==> src/rtl/adcseq_pkg.sv <==
`timescale 1ns/1ps
package adcseq_pkg;
  localparam int CH_W = 5;

  typedef enum logic {
    GRP_REG = 1'b0,
    GRP_INJ = 1'b1
  } grp_e;

  typedef enum logic [1:0] {
    PH_IDLE = 2'd0,
    PH_REQ  = 2'd1,
    PH_CONV = 2'd2
  } phase_e;
endpackage

==> src/rtl/adcseq_slotctl.sv <==
`timescale 1ns/1ps
// Per-group slot tracker: holds the active flag and the current slot pointer.
module adcseq_slotctl #(
  parameter int LEN_W       = 4,
  parameter bit RIGHT_ALIGN = 1'b0,
  localparam int SLOTS      = 1 << LEN_W,
  localparam int LIST_W     = SLOTS * adcseq_pkg::CH_W
) (
  input  logic                        clk,
  input  logic                        rst_n,
  input  logic                        clr,
  input  logic [LIST_W-1:0]           list,
  input  logic [LEN_W-1:0]            len,
  input  logic                        scan,
  input  logic                        start,
  input  logic                        adv,
  output logic                        act,
  output logic [adcseq_pkg::CH_W-1:0] ch,
  output logic                        last
);
  import adcseq_pkg::*;

  localparam logic [LEN_W-1:0] TOP_IDX = {LEN_W{1'b1}};

  logic [LEN_W-1:0] idx;
  logic [LEN_W-1:0] first_idx;
  logic [LEN_W-1:0] last_idx;
  logic [CH_W-1:0]  slot_ch [SLOTS];

  for (genvar s = 0; s < SLOTS; s++) begin : g_slot
    assign slot_ch[s] = list[s*CH_W +: CH_W];
  end

  if (RIGHT_ALIGN) begin : g_right
    assign first_idx = scan ? (TOP_IDX - len) : TOP_IDX;
    assign last_idx  = TOP_IDX;
  end else begin : g_left
    assign first_idx = '0;
    assign last_idx  = scan ? len : '0;
  end

  assign ch   = slot_ch[idx];
  assign last = (idx == last_idx);

  always_ff @(posedge clk or negedge rst_n) begin
    if (!rst_n) begin
      act <= 1'b0;
      idx <= '0;
    end else if (clr) begin
      act <= 1'b0;
      idx <= '0;
    end else if (start && !act) begin
      act <= 1'b1;
      idx <= first_idx;
    end else if (adv && act) begin
      if (last) act <= 1'b0;
      else      idx <= idx + LEN_W'(1);
    end
  end

  // the gate never offers a start to a group that is mid-pass
  a_r8_no_restart: assert property (@(posedge clk) disable iff (!rst_n)
    start |-> !act);

  // a non-final completion moves the pointer one slot on and keeps the pass open
  a_r3_step: assert property (@(posedge clk) disable iff (!rst_n)
    (act && adv && !last && !clr) |=> (act && idx == $past(idx) + LEN_W'(1)));
endmodule

==> src/rtl/adcseq_gate.sv <==
`timescale 1ns/1ps
// Enable, start-up delay, calibration timer and trigger qualification.
module adcseq_gate #(
  parameter int DLY_W      = 8,
  parameter int CAL_CYCLES = 8,
  localparam int CAL_W     = $clog2(CAL_CYCLES + 1)
) (
  input  logic             clk,
  input  logic             rst_n,
  input  logic             en,
  input  logic [DLY_W-1:0] startup_dly,
  input  logic             trig_reg,
  input  logic             trig_inj,
  input  logic             cal_req,
  input  logic             reg_act,
  input  logic             inj_act,
  input  logic             fsm_idle,
  output logic             clr,
  output logic             start_reg,
  output logic             start_inj,
  output logic             cal_busy
);
  logic [DLY_W-1:0] wait_cnt;
  logic [CAL_W-1:0] cal_cnt;
  logic             open_q;
  logic             cal_go;

  assign clr       = !en;
  assign open_q    = en && (wait_cnt == '0) && !cal_busy;
  assign start_reg = open_q && trig_reg && !reg_act;
  assign start_inj = open_q && trig_inj && !inj_act;
  assign cal_go    = open_q && cal_req && fsm_idle && !reg_act && !inj_act
                     && !start_reg && !start_inj;

  always_ff @(posedge clk or negedge rst_n) begin
    if (!rst_n)                wait_cnt <= '0;
    else if (!en)              wait_cnt <= startup_dly;
    else if (wait_cnt != '0)   wait_cnt <= wait_cnt - DLY_W'(1);
  end

  always_ff @(posedge clk or negedge rst_n) begin
    if (!rst_n) begin
      cal_busy <= 1'b0;
      cal_cnt  <= '0;
    end else if (!en) begin
      cal_busy <= 1'b0;
      cal_cnt  <= '0;
    end else if (cal_busy) begin
      if (cal_cnt == CAL_W'(1)) cal_busy <= 1'b0;
      cal_cnt <= cal_cnt - CAL_W'(1);
    end else if (cal_go) begin
      cal_busy <= 1'b1;
      cal_cnt  <= CAL_W'(CAL_CYCLES);
    end
  end

  // a low enable reloads the delay and cancels calibration
  a_r1_disable_clears: assert property (@(posedge clk) disable iff (!rst_n)
    !en |=> (!cal_busy && wait_cnt == $past(startup_dly)));

  // the final count of a calibration releases the busy flag
  a_r10_self_clear: assert property (@(posedge clk) disable iff (!rst_n)
    (en && cal_busy && cal_cnt == CAL_W'(1)) |=> !cal_busy);
endmodule

==> src/rtl/adcseq_arb.sv <==
`timescale 1ns/1ps
// Group arbiter and request/convert phase machine.
module adcseq_arb (
  input  logic                        clk,
  input  logic                        rst_n,
  input  logic                        clr,
  input  logic                        reg_act,
  input  logic                        inj_act,
  input  logic [adcseq_pkg::CH_W-1:0] reg_ch,
  input  logic [adcseq_pkg::CH_W-1:0] inj_ch,
  input  logic                        reg_last,
  input  logic                        inj_last,
  input  logic                        conv_ready,
  input  logic                        conv_done,
  output logic                        conv_valid,
  output logic [adcseq_pkg::CH_W-1:0] conv_ch,
  output logic                        conv_grp,
  output logic                        reg_adv,
  output logic                        inj_adv,
  output logic                        eoc,
  output logic                        eog,
  output logic                        done_grp,
  output logic                        fsm_idle
);
  import adcseq_pkg::*;

  phase_e          ph;
  grp_e            cur_grp;
  grp_e            end_grp;
  logic [CH_W-1:0] cur_ch;
  logic            fin;
  logic            fin_last;

  assign conv_valid = (ph == PH_REQ);
  assign conv_ch    = cur_ch;
  assign conv_grp   = cur_grp;
  assign done_grp   = end_grp;
  assign fsm_idle   = (ph == PH_IDLE);
  assign fin        = (ph == PH_CONV) && conv_done;
  assign reg_adv    = fin && (cur_grp == GRP_REG);
  assign inj_adv    = fin && (cur_grp == GRP_INJ);
  assign fin_last   = (cur_grp == GRP_INJ) ? inj_last : reg_last;

  always_ff @(posedge clk or negedge rst_n) begin
    if (!rst_n) begin
      ph      <= PH_IDLE;
      cur_grp <= GRP_REG;
      cur_ch  <= '0;
      end_grp <= GRP_REG;
      eoc     <= 1'b0;
      eog     <= 1'b0;
    end else if (clr) begin
      ph  <= PH_IDLE;
      eoc <= 1'b0;
      eog <= 1'b0;
    end else begin
      eoc <= fin;
      eog <= fin && fin_last;
      if (fin) end_grp <= cur_grp;
      case (ph)
        PH_IDLE: begin
          if (inj_act) begin
            cur_grp <= GRP_INJ;
            cur_ch  <= inj_ch;
            ph      <= PH_REQ;
          end else if (reg_act) begin
            cur_grp <= GRP_REG;
            cur_ch  <= reg_ch;
            ph      <= PH_REQ;
          end
        end
        PH_REQ:  if (conv_ready) ph <= PH_CONV;
        PH_CONV: if (conv_done)  ph <= PH_IDLE;
        default: ph <= PH_IDLE;
      endcase
    end
  end

  // a waiting request keeps its payload
  a_r6_hold: assert property (@(posedge clk) disable iff (!rst_n)
    (conv_valid && !conv_ready && !clr) |=> (conv_valid && $stable(conv_ch) && $stable(conv_grp)));

  // a pending inserted pass takes the next request
  a_r7_inj_first: assert property (@(posedge clk) disable iff (!rst_n)
    (ph == PH_IDLE && inj_act && !clr) |=> (conv_valid && conv_grp == GRP_INJ));

  // end of group only coincides with an end of conversion
  a_r9_eog_in_eoc: assert property (@(posedge clk) disable iff (!rst_n)
    eog |-> eoc);

  // every end-of-conversion follows a done from the converter
  a_r9_eoc_after_done: assert property (@(posedge clk) disable iff (!rst_n)
    eoc |-> $past(conv_done));
endmodule

==> src/rtl/adcseq_top.sv <==
`timescale 1ns/1ps
module adcseq_top #(
  parameter int REG_LEN_W  = 4,
  parameter int INJ_LEN_W  = 2,
  parameter int DLY_W      = 8,
  parameter int CAL_CYCLES = 8,
  localparam int REG_LIST_W = (1 << REG_LEN_W) * adcseq_pkg::CH_W,
  localparam int INJ_LIST_W = (1 << INJ_LEN_W) * adcseq_pkg::CH_W
) (
  input  logic                        clk,
  input  logic                        rst_n,
  input  logic                        en,
  input  logic [DLY_W-1:0]            startup_dly,
  input  logic                        scan_mode,
  input  logic [REG_LIST_W-1:0]       reg_list,
  input  logic [REG_LEN_W-1:0]        reg_len,
  input  logic [INJ_LIST_W-1:0]       inj_list,
  input  logic [INJ_LEN_W-1:0]        inj_len,
  input  logic                        reg_sw_trig,
  input  logic                        reg_ext_trig,
  input  logic                        inj_sw_trig,
  input  logic                        inj_ext_trig,
  input  logic                        cal_req,
  output logic                        conv_valid,
  input  logic                        conv_ready,
  output logic [adcseq_pkg::CH_W-1:0] conv_ch,
  output logic                        conv_grp,
  input  logic                        conv_done,
  output logic                        eoc,
  output logic                        eog,
  output logic                        done_grp,
  output logic                        cal_busy
);
  import adcseq_pkg::*;

  logic            clr, start_reg, start_inj, fsm_idle;
  logic            reg_act, inj_act, reg_last, inj_last, reg_adv, inj_adv;
  logic [CH_W-1:0] reg_ch, inj_ch;

  adcseq_gate #(.DLY_W(DLY_W), .CAL_CYCLES(CAL_CYCLES)) u_gate (
    .clk(clk), .rst_n(rst_n), .en(en), .startup_dly(startup_dly),
    .trig_reg(reg_sw_trig || reg_ext_trig), .trig_inj(inj_sw_trig || inj_ext_trig),
    .cal_req(cal_req), .reg_act(reg_act), .inj_act(inj_act), .fsm_idle(fsm_idle),
    .clr(clr), .start_reg(start_reg), .start_inj(start_inj), .cal_busy(cal_busy)
  );

  adcseq_slotctl #(.LEN_W(REG_LEN_W), .RIGHT_ALIGN(1'b0)) u_reg_slots (
    .clk(clk), .rst_n(rst_n), .clr(clr), .list(reg_list), .len(reg_len),
    .scan(scan_mode), .start(start_reg), .adv(reg_adv),
    .act(reg_act), .ch(reg_ch), .last(reg_last)
  );

  adcseq_slotctl #(.LEN_W(INJ_LEN_W), .RIGHT_ALIGN(1'b1)) u_inj_slots (
    .clk(clk), .rst_n(rst_n), .clr(clr), .list(inj_list), .len(inj_len),
    .scan(scan_mode), .start(start_inj), .adv(inj_adv),
    .act(inj_act), .ch(inj_ch), .last(inj_last)
  );

  adcseq_arb u_arb (
    .clk(clk), .rst_n(rst_n), .clr(clr),
    .reg_act(reg_act), .inj_act(inj_act), .reg_ch(reg_ch), .inj_ch(inj_ch),
    .reg_last(reg_last), .inj_last(inj_last),
    .conv_ready(conv_ready), .conv_done(conv_done),
    .conv_valid(conv_valid), .conv_ch(conv_ch), .conv_grp(conv_grp),
    .reg_adv(reg_adv), .inj_adv(inj_adv), .eoc(eoc), .eog(eog),
    .done_grp(done_grp), .fsm_idle(fsm_idle)
  );

  // a low enable silences requests and completion pulses
  a_r1_quiet_when_off: assert property (@(posedge clk) disable iff (!rst_n)
    !en |=> (!conv_valid && !eoc && !eog));
endmodule

==> config.mk <==
export PLATFORM = sky130hd
export DESIGN_NAME = adcseq_top
export DESIGN_NICKNAME = d
export VERILOG_FILES = /design/src/rtl/adcseq_pkg.sv /design/src/rtl/adcseq_slotctl.sv /design/src/rtl/adcseq_gate.sv /design/src/rtl/adcseq_arb.sv /design/src/rtl/adcseq_top.sv
export SDC_FILE = /design/constraint.sdc
export NUM_CORES = 1
export LEC_CHECK = 0
export BUFFER_PORTS_ARGS = -buffer_cell sky130_fd_sc_hd__buf_2
export CAP_MARGIN = 15
export CORE_MARGIN = 5
export CORE_UTILIZATION = 41
export DETAILED_ROUTE_END_ITERATION = 7
export GPL_ROUTABILITY_DRIVEN = 0
export PLACE_DENSITY = 0.87
export SLEW_MARGIN = 40
export SYNTH_ARGS = -nofsm -noshare
export SYNTH_HDL_FRONTEND = slang
export SYNTH_SLANG_ARGS = --single-unit
==> constraint.sdc <==
create_clock -name clk -period 1.9 [get_ports clk]
set_clock_uncertainty 0.05 [all_clocks]
set_input_delay 0.19 -clock clk [delete_from_list [all_inputs] [get_ports clk]]
set_output_delay 0.19 -clock clk [all_outputs]
set_load 0.02 [all_outputs]
# Word level (Yosys, flattened, before mapping)
# Index checks and enable logic that the tools add are counted.
[classes]
n_bitwise = 3
addsub = 5
mux = 46
n_reduce_logical = 38
eq_ne = 16
n_lt_le_gt_ge = 2
[op_table]
columns = ["cell", "n"]
rows = [
  ["4-bit 2-to-1 mux", 8],
  ["5-bit 2-to-1 mux", 6],
  ["5-bit binary-select mux with 4-bit select", 1],
  ["1-bit logical AND", 20],
  ["2-bit 2-to-1 mux", 10],
  ["1-bit 2-to-1 mux", 17],
  ["8-bit 2-to-1 mux", 2],
  ["3-bit by 1-bit != test with 1-bit output (second input constant)", 5],
  ["5-bit binary-select mux with 2-bit select", 1],
  ["2-bit AND reduction", 5],
  ["3-bit != test (second input constant)", 3],
  ["8-bit zero test", 1],
  ["8-bit nonzero test", 1],
  ["8-bit by 1-bit subtractor with 8-bit output (second input constant)", 1],
  ["2-bit case mux with 3 select lines", 1],
  ["3-bit AND reduction", 2],
  ["5-bit >= comparator (second input constant)", 1],
  ["1-bit zero test", 5],
  ["4-bit NOT with 5-bit output", 1],
  ["4-bit by 1-bit adder with 4-bit output (second input constant)", 1],
  ["2-bit equality test (second input constant)", 2],
  ["4-bit by 1-bit equality test with 1-bit output (second input constant)", 1],
  ["4-bit equality test", 1],
  ["4-bit by 2-bit != test with 1-bit output (second input constant)", 1],
  ["other kinds (12)", 13],
]
[totals]
output_inout_bits = 11
word_cells = 123
reg_bits = 32
input_bits = 125

# Longest topological paths before layout
# Gate-level depths: netlist of run 1.
[logic_depth]
ltp_word = 12
depth_mapped = 7
mapped_depth_nobuf = 7

# Hierarchy
# From an unflattened synthesis of run 1, not the netlist that was laid out.
[hier_totals]
hier_cells = 264
hier_area_um2 = 2812.7
[by_module_without_submodules]
columns = ["mod", "n_inst", "seq_area_each_um2", "cells_each", "area_each_um2"]
rows = [
  ["adcseq_slotctl (u_reg_slots)", 1, 125.1, 111, 1087.3],
  ["adcseq_gate", 1, 325.3, 89, 847.1],
  ["adcseq_arb", 1, 275.3, 41, 565.5],
  ["adcseq_slotctl (u_inj_slots)", 1, 75.1, 21, 300.3],
  ["adcseq_top", 1, 0.0, 2, 12.5],
]

# Worst setup path before layout of run 1
# OpenSTA, ideal clock, no wires.
[synth_timing]
path_kind = "reg2reg"
startpoint = "register u_reg_slots.idx[0]"
endpoint = "register u_arb.cur_ch[0], in the netlist u_arb.conv_ch[0]"
synth_period_minus_slack_ns = 1.812
n_path_buf = 2
stages_incl_launch_ff = 7
required_ns = 1.729
path_slack_ns = 0.088
setup_time_ns = 0.121
t_arrival_ns = 1.641
path_cell_list = "dfrtp_1 -> buf_2 -> buf_4 -> mux4_2 -> mux2_2 -> o22ai_1 -> nor2_1"
[synth_via]
elab_chain_len = 6
[synth_rtl]
columns = ["element", "line_no", "source"]
rows = [
  ["start, declared", "adcseq_slotctl.sv:25", "logic [LEN_W-1:0] idx;"],
  ["start signal, assigned", "adcseq_slotctl.sv:54", "idx <= first_idx;"],
  ["start signal, assigned", "adcseq_slotctl.sv:57", "else idx <= idx + LEN_W'(1);"],
  ["4-bit NOT with 5-bit output (not written as such)", "adcseq_slotctl.sv:42", "assign ch = slot_ch[idx];"],
  ["5-bit binary-select mux with 4-bit select", "adcseq_slotctl.sv:42", ""],
  ["5-bit 2-to-1 mux (not written as such) (2 in a row)", "adcseq_slotctl.sv:42", ""],
  ["5-bit 2-to-1 mux", "adcseq_arb.sv:66", "end else if (reg_act) begin"],
  ["5-bit 2-to-1 mux", "adcseq_arb.sv:62", "if (inj_act) begin"],
  ["end signal, assigned", "adcseq_arb.sv:64", "cur_ch <= inj_ch;"],
  ["end signal, assigned", "adcseq_arb.sv:68", "cur_ch <= reg_ch;"],
  ["end, declared", "adcseq_arb.sv:30", "logic [CH_W-1:0] cur_ch;"],
]
# No other way between the ends. The select of a mux whose other input is x is not followed.
# A chain may end at the register's enable or synchronous reset.

# Final worst setup path of run 1
[layout_timing]
startpoint = "register u_gate.wait_cnt[3]"
endpoint = "register u_gate.cal_busy"
[layout_via]
elab_chain_len = 12
elab_cells_between_ends = 18
cone_classes = "mux (3); reduce/logical (15)"
[layout_rtl]
columns = ["element", "line_no", "source"]
rows = [
  ["start, declared", "adcseq_gate.sv:23", "logic [DLY_W-1:0] wait_cnt;"],
  ["start signal, assigned", "adcseq_gate.sv:37", "else if (!en) wait_cnt <= startup_dly;"],
  ["start signal, assigned", "adcseq_gate.sv:38", "else if (wait_cnt != '0) wait_cnt <= wait_cnt - DLY_W'(1);"],
  ["8-bit zero test (*)", "adcseq_gate.sv:29", "assign open_q = en && (wait_cnt == '0) && !cal_busy;"],
  ["1-bit logical AND (*) (2 in a row)", "adcseq_gate.sv:29", ""],
  ["1-bit logical AND (4 in a row)", "adcseq_gate.sv:32", "assign cal_go = open_q && cal_req && fsm_idle && !reg_act && !inj_act"],
  ["1-bit logical AND", "adcseq_gate.sv:33", "&& !start_reg && !start_inj;"],
  ["1-bit logical AND (*)", "adcseq_gate.sv:33", ""],
  ["1-bit 2-to-1 mux (*)", "adcseq_gate.sv:51", "end else if (cal_go) begin"],
  ["1-bit 2-to-1 mux (*)", "adcseq_gate.sv:48", "end else if (cal_busy) begin"],
  ["1-bit 2-to-1 mux (*)", "adcseq_gate.sv:45", "end else if (!en) begin"],
  ["end signal, assigned", "adcseq_gate.sv:46", "cal_busy <= 1'b0;"],
  ["end signal, assigned", "adcseq_gate.sv:49", "if (cal_cnt == CAL_W'(1)) cal_busy <= 1'b0;"],
  ["end signal, assigned", "adcseq_gate.sv:52", "cal_busy <= 1'b1;"],
  ["end, declared", "adcseq_gate.sv:21", "output logic cal_busy"],
]
# Mark *: on every way between the ends. The rest lies on a longest branch, timed or not.

==> out/results.tsv, run 1 <==
stage	metric	value	unit
timing	slew margin rel.	52.15	%
power_and_ir_drop	Power Internal	1.225	mW
timing	Final setup viols	0	
clock_network	clock insertion delay at the later pin of the skew report	0.29	ns
worst_setup_path	critical path buffer and inverter count	0	
route	wire length on met1	3104	um
worst_setup_path	delay-heaviest family, CP	simple AND/OR/NAND/NOR gates	
status	outcome	completed	
logic_synthesis	Distinct cells, synth	50	
clock_network	Clock Sink Count	32	
worst_setup_path	Setup crit end kind	flip-flop	
clock_network	CTS tree	done	
timing	Max Clk Rate	551.5	MHz
grt	initial antenna violation count	0	
route	Routed met3 length	599	um
job	Max Cap Viol	0	
logic_synthesis	synthesized area	0.002585	mm^2
route	Wirelength per Cell	18.42	um
worst_setup_path	WP data arrival	1.95	ns
route	DRC marker count from the first detailed-route iteration	133	
route	vias after detailed routing	2555	
route	met2 routed WL	4368	um
worst_setup_path	worst-path fanout max	9	
logic_synthesis	top-area cell type share of the netlist area	30.98	%
floorplan	core area	0.006241	mm^2
floorplan	Die H	89.40	um
grt	largest net degree at the start of global routing	33	
cells_and_area	number of fill cells	541	
logic_synthesis	synth top area cells	dfrtp_1 31%, mux4_2 22%, mux2_2 5.2%, nor2_1 4.2%, ha_1 2.9%	
timing	Final Cycle Share	95.44	%
logic_synthesis	Avg Cell Area, Syn	11.19	um^2
timing	Final Hold Viols	0	
worst_setup_path	Critical Path Stages	4	
timing	Final min period	1.813	ns
clock_network	CTS clk-pin slew, worst paths	0.06	ns
clock_network	clk buf depth	2	
cells_and_area	layout cells sized above 1	56.03	%
worst_setup_path	Startpoint Class	flip-flop	
route	post-route ant nets	0	
worst_setup_path	Largest stage delay, worst path	0.63	ns
power_and_ir_drop	Seq pwr share	44.3	%
logic_synthesis	post-synth top area cell	dfrtp_1	
power_and_ir_drop	PD cells	468.3	mW/mm^2
cells_and_area	area delta synth->final	36.59	%
power_and_ir_drop	Switch Pwr	0.4288	mW
logic_synthesis	synth warn	0	
logic_synthesis	Post-synth EDFFs	0	
clock_network	CTS Buf Count	5	
grt	vias in the first global route	2702	
floorplan	Rows	29	
worst_setup_path	Register-to-Register Path Depth	4	
cells_and_area	fin util	56.58	%
worst_setup_path	CP required	2.04	ns
timing	PnR worst setup slack	0.08665	ns
timing	Min Hold Slack	0.04327	ns
power_and_ir_drop	total power draw	1.654	mW
worst_setup_path	Setup CP Type	reg2reg	
worst_setup_path	Worst R2R Setup Slack	0.09	ns
floorplan	die area	0.007992	mm^2
placed_design	dpl hpwl	6968	um
route	DR vias/cell	5.678	
timing	Slew Viols, Final	0	
grt	GR Util All Layers	21.26	%
worst_setup_path	crit path cell chain	or4_4, nor2_8, a21oi_2, a311oi_1	
placed_design	worst slack at placement	0.05423	ns
worst_setup_path	crit path capture	u_gate.cal_busy	
grt	first-pass GRT wire length	12830	um
clock_network	H-tree levels	2	
cells_and_area	fin nets	504	
timing	Sum Neg Setup Slack	0	ns
floorplan	total I/O pin count	136	
grt	gr ovfl total	0	
floorplan	die extent in x	89.40	um
route	DRT Wirelength	8291	um
route	Detailed Routing Iterations Pass 1	4	
power_and_ir_drop	Net Sw Frac	25.93	%
logic_synthesis	Mapped Cells	231	
route	highest metal used	met4	
logic_synthesis	dominant synthesized flop cell	dfrtp_1	
logic_synthesis	Syn Nets	362	
route	Remaining DRCs	0	
placed_design	Port Buffer Count	135	
worst_setup_path	crit path max-delay cell type	or4_4	
floorplan	Starting Density	41.42	%
power_and_ir_drop	clock power share	34.9	%
logic_synthesis	Seq cells post-synth	32	
clock_network	CTS Root Cell	clkbuf_8	
worst_setup_path	FF-to-FF End	u_gate.cal_busy	
cells_and_area	n_diodes	0	
worst_setup_path	crit path from	u_gate.wait_cnt[3]	
logic_synthesis	register area share after synthesis	30.98	%
logic_synthesis	Post-synth ARST share	100.0	%
power_and_ir_drop	Pleak	1.617	nW
power_and_ir_drop	Comb pwr share	20.8	%
worst_hold_path	min-delay worst type	in2reg	
power_and_ir_drop	VDD IR max	0.2786	mV
worst_setup_path	r2r startpoint	u_gate.wait_cnt[3]	
timing	Least-Margin Pin Slew	0.7177	ns
power by group through the flow:
stage	combinational (mW)	sequential [mW]	clock, mW
2_1_floorplan	0.148	0.747	0
3_3_place_gp	0.326	0.743	0
5_1_grt	0.376	0.735	0.608
3_5_place_dp	0.340	0.744	0
6_report	0.344	0.732	0.578
4_1_cts	0.344	0.732	0.580
placed cells by master (no fill, tap or decap), drive strengths merged, types with 2 or more instances in the layout:
master / n
clkbuf: 7
mux2: 12
nor2b: 2
a211oi: 8
or3: 3
a22oi: 2
a31oi: 2
buf: 150
mux2i: 6
a21oi: 9
ha: 6
a2bb2oi: 2
inv: 10
nor4: 5
nor3: 4
o21ai: 4
nand4bb: 2
dfrtp: 32
o22ai: 10
xor2: 7
nor2: 31
xnor2: 4
nor4bb: 2
nand2: 9
mux4: 25
nand3: 4
cells by family (layout without fill, tap and decap cells):
logic type / after synthesis / after routing / share of synthesized area, %
buffers and inverters: 26 / 168 / 4.937
and+or+nand+nor: 69 / 69 / 15.78
xor gates and xnor gates: 11 / 11 / 3.727
muxes: 43 / 43 / 29.33
AOI/OAI and AO/OA: 44 / 44 / 12.34
adders and majority gates: 6 / 6 / 2.904
DFF: 32 / 32 / 30.98
worst reg2reg max path, stage by stage, from the launching register on:
cell and delay, ns:
dfrtp_1 0.40, or4_4 0.63, nor2_8 0.22, a21oi_2 0.12, a311oi_1 0.29
sequential cells by signal, indices dropped and copies added (netlist names):
register and cells:
u_gate.cal_busy 1, u_reg_slots.idx 4, u_reg_slots.act 1, u_gate.cal_cnt 4, u_arb.eog 1, u_arb.conv_ch 5
u_inj_slots.idx 2, u_arb.done_grp 1, u_arb.eoc 1, u_gate.wait_cnt 8, u_arb.conv_grp 1, u_arb.ph 2
u_inj_slots.act 1
layout make-up:
class	instances	area, um^2	share of cell area [%]
Inverter	10	37.54	1.063
Timing Repair Buffer	151	810.8	22.96
Sequential cell	32	800.8	22.68
Multi-Input combinational cell	173	1689	47.84
Clock buffer	7	96.34	2.729
Tap cell	77	96.34	2.729
synth_stat cells, types with 3 or more instances:
master / count
dfrtp_1: 32
nor2_1: 29
mux4_2: 25
mux2_2: 12
inv_1: 10
o22ai_1: 10
nand2_1: 9
a21oi_1: 8
xor2_1: 7
a211oi_1: 6
ha_1: 6
mux2i_1: 6
buf_2: 5
clkbuf_1: 4
nand3_1: 4
nor3_1: 4
o21ai_0: 4
xnor2_1: 4
nor4_2: 3
or3_1: 3
routing by layer:
metal | vias up | GRT usage (%)
met4 | 0 | 8.525
met5 | - | 0
met1 | 1235 | 24.67
met2 | 117 | 38.11
met3 | 23 | 4.332
li1 | 1180 | -
how the worst min path moves through the flow:
stage / slack (ns) / startpoint / end / cells after the start
floorplan: -0.16 / rst_n / u_arb.conv_ch[0] / 0
global placement: 0.22 / rst_n / u_arb.eoc / 1
detailed placement: 0.24 / rst_n / u_arb.eog / 1
CTS: 0.04 / inj_len[1] / u_inj_slots.idx[1] / 2
global route: 0.05 / inj_len[1] / u_inj_slots.idx[1] / 2
finish: 0.04 / inj_len[1] / u_inj_slots.idx[1] / 2
stage by stage:
stage	cells	area (um^2)
6_report	450	3531
5_1_grt	450	3531
4_1_cts	449	3491
3_5_place_dp	441	3385
3_3_place_gp	441	3385
2_1_floorplan	231	2585
repair_timing:
| item | in CTS | in global routing |
|---|---|---|
| endpoints found under the hold margin | 32 | 0 |
| hold buffers | 1 | 0 |
| gates resized for setup | 0 | 4 |
| setup buffers | 0 | 1 |
| endpoints found under the setup margin | 0 | 5 |
No activity file was read; power rests on OpenSTA's default activity.
==> inputs of run 2 (changes only) <==
--- a/config.mk
+++ b/config.mk
@@ -11,7 +11,7 @@
 export CORE_UTILIZATION = 41
 export DETAILED_ROUTE_END_ITERATION = 7
 export GPL_ROUTABILITY_DRIVEN = 0
-export PLACE_DENSITY = 0.87
+export PLACE_DENSITY = 0.89
 export SLEW_MARGIN = 40
 export SYNTH_ARGS = -nofsm -noshare
 export SYNTH_HDL_FRONTEND = slang
==> run 2 against run 1 <==
Compared with the run above:
- wire length is 0.45% higher
- register-to-register slack hardly changed
- clock power is 8.0% lower
- setup slack worse by 0.0030 ns
- critical path depth stayed put
==> out/results.tsv, run 2 (synthesis gave the netlist of run 1 again) <==
stage	metric	value	unit	change
status	outcome	completed		
worst_setup_path	worst-path fanout max	9		unchanged
worst_setup_path	Setup CP Type	reg2reg		
cells_and_area	number of flip-flops in the largest register	8		unchanged
power_and_ir_drop	Net Sw Frac	25.78	%	-0.15 points
clock_network	CTS Buf Count	5		unchanged
grt	vias in the first global route	2710		+0.30%
route	Remaining DRCs	0		unchanged
placed_design	Port Buffer Count	135		unchanged
clock_network	CTS clk-pin slew, worst paths	0.07	ns	about the same
clock_network	CTS Root Cell	clkbuf_8		
cells_and_area	n_diodes	0		unchanged
cells_and_area	most flop-heavy register	u_gate.wait_cnt		
timing	Final Cycle Share	95.60	%	+0.16 points
worst_setup_path	CP required	2.04	ns	about the same
cells_and_area	fin nets	503		-0.20%
worst_setup_path	Largest stage delay, worst path	0.63	ns	about the same
floorplan	Die H	89.40	um	unchanged
cells_and_area	area of the multi-input gates	0.001692	mm^2	+0.15%
timing	Final Hold Viols	0		unchanged
power_and_ir_drop	Switch Pwr	0.4161	mW	-3.0%
grt	gr ovfl total	0		unchanged
clock_network	CTS tree	done		
route	post-route ant nets	0		unchanged
route	DR vias/cell	5.598		-1.4%
cells_and_area	area delta synth->final	36.16	%	
job	Max Cap Viol	0		unchanged
power_and_ir_drop	Pleak	1.608	nW	-0.52%
cells_and_area	register area	800.8	um^2	unchanged
floorplan	die area	0.007992	mm^2	unchanged
worst_setup_path	Worst R2R Setup Slack	0.08	ns	about the same
timing	Least-Margin Pin Slew	0.7139	ns	-0.003863 ns
power_and_ir_drop	total power draw	1.614	mW	-2.4%
clock_network	clk buf depth	2		unchanged
floorplan	Rows	29		unchanged
worst_hold_path	min-delay worst type	in2reg		
power_and_ir_drop	Power Internal	1.198	mW	-2.2%
timing	Sum Neg Setup Slack	0	ns	unchanged
placed_design	dpl hpwl	6954	um	-0.20%
floorplan	die extent in x	89.40	um	unchanged
worst_setup_path	Startpoint Class	flip-flop		
placed_design	Area after DPL	0.003385	mm^2	unchanged
power_and_ir_drop	VDD IR max	0.3666	mV	+32%
grt	GR Util All Layers	21.67	%	+0.41 points
floorplan	total I/O pin count	136		unchanged
placed_design	worst slack at placement	0.06489	ns	+0.01066 ns
cells_and_area	most common cell after layout, fill and taps aside	buf_2		
cells_and_area	Final Cell Area	0.003520	mm^2	-0.32%
power_and_ir_drop	Seq pwr share	45.5	%	+1.2 points
power_and_ir_drop	clock power share	33.0	%	-1.9 points
worst_setup_path	WP data arrival	1.95	ns	about the same
grt	largest net degree at the start of global routing	33		unchanged
cells_and_area	commonest non-fill, non-tap cells in the layout	135 x buf_2, 32 x dfrtp_1, 29 x nor2_1		
route	Wirelength per Cell	18.51	um	+0.45%
floorplan	core area	0.006241	mm^2	unchanged
timing	Slew Viols, Final	0		unchanged
grt	initial antenna violation count	0		unchanged
timing	Max Clk Rate	550.6	MHz	-0.17%
route	Detailed Routing Iterations Pass 1	4		unchanged
clock_network	H-tree levels	2		unchanged
worst_setup_path	crit path max-delay cell type	or4_4		
worst_setup_path	crit path cell chain	or4_4, nor2_8, a21oi_2, a221oi_2		
clock_network	setup bufs post-CTS	0		unchanged
clock_network	clock insertion delay at the later pin of the skew report	0.28	ns	about the same
timing	Final setup viols	0		unchanged
cells_and_area	layout cells sized above 1	56.03	%	unchanged
cells_and_area	number of fill cells	540		-0.18%
timing	PnR worst setup slack	0.08365	ns	-0.002995 ns
route	DRC marker count from the first detailed-route iteration	174		+31%
power_and_ir_drop	PD cells	458.6	mW/mm^2	-2.1%
clock_network	Clock Sink Count	32		unchanged
grt	first-pass GRT wire length	12950	um	+0.91%
floorplan	Starting Density	41.42	%	unchanged
power_and_ir_drop	Comb pwr share	21.6	%	+0.8 points
worst_setup_path	Setup crit end kind	flip-flop		
route	DRT Wirelength	8328	um	+0.45%
timing	unrepaired setup endpoints after global routing	no		
timing	slew margin rel.	52.41	%	+0.26 points
route	vias after detailed routing	2519		-1.4%
timing	Final min period	1.816	ns	+0.002995 ns
[run 2: critical path: cells and delay by family, from the launching register on]
| family | cells | cell delay [ns] |
|---|---|---|
| flip-flops | 1 | 0.40 |
| AND/OR/NAND/NOR | 2 | 0.84 |
| AO/OA/AOI/OAI | 2 | 0.43 |
[run 2: worst paths after layout]
kind	startpoint	to	cells past startpoint
min	inj_len[0]	u_inj_slots.idx[0]	2
max	u_gate.wait_cnt[3]	u_gate.cal_cnt[3]	4
max reg2reg	u_gate.wait_cnt[3]	u_gate.cal_cnt[3]	4
max in group asynchronous	rst_n	u_gate.wait_cnt[3]	2
min in group asynchronous	rst_n	u_arb.done_grp	2
min reg2reg	u_arb.done_grp	u_arb.done_grp	1
[run 2: metrics by stage]
step	cells	hold slack (ns)	utilization [%]
after floorplan	231	-0.1556	-
after detailed placement	441	0.2266	54.23
final	450	0.05509	56.40
after global placement	441	0.2231	54.23
after global routing	450	0.05460	56.40
after CTS	450	0.04804	55.83
[run 2: layout make-up]
| cell class | count | area share [%] |
|---|---|---|
| well taps | 77 | 2.737 |
| flip-flops and latches | 32 | 22.75 |
| clock buffers | 8 | 2.560 |
| inverters | 10 | 1.066 |
| multi-input cells | 173 | 48.06 |
| repair buffers | 150 | 22.82 |
[run 2: power groups by stage]
stage | clock, mW | combinational [mW] | sequential [mW]
after global placement | 0 | 0.327 | 0.743
after CTS | 0.550 | 0.345 | 0.733
after floorplan | 0 | 0.148 | 0.747
after global routing | 0.589 | 0.381 | 0.736
after detailed placement | 0 | 0.342 | 0.745
final | 0.532 | 0.348 | 0.734
[run 2: metal layers]
| layer | global-route usage (%) | wire length (um) | vias up |
|---|---|---|---|
| li1 | - | - | 1169 |
| met1 | 24.86 | 3040 | 1227 |
| met2 | 38.04 | 4351 | 103 |
| met3 | 7.281 | 778 | 20 |
| met4 | 6.766 | 158 | 0 |
| met5 | 0 | 0 | - |
[run 2: repair_timing]
item / in CTS / in global routing
hold buffers: 1 / 0
endpoints found under the hold margin: 32 / 0
resized for setup: 0 / 5
endpoints found under the setup margin: 0 / 4
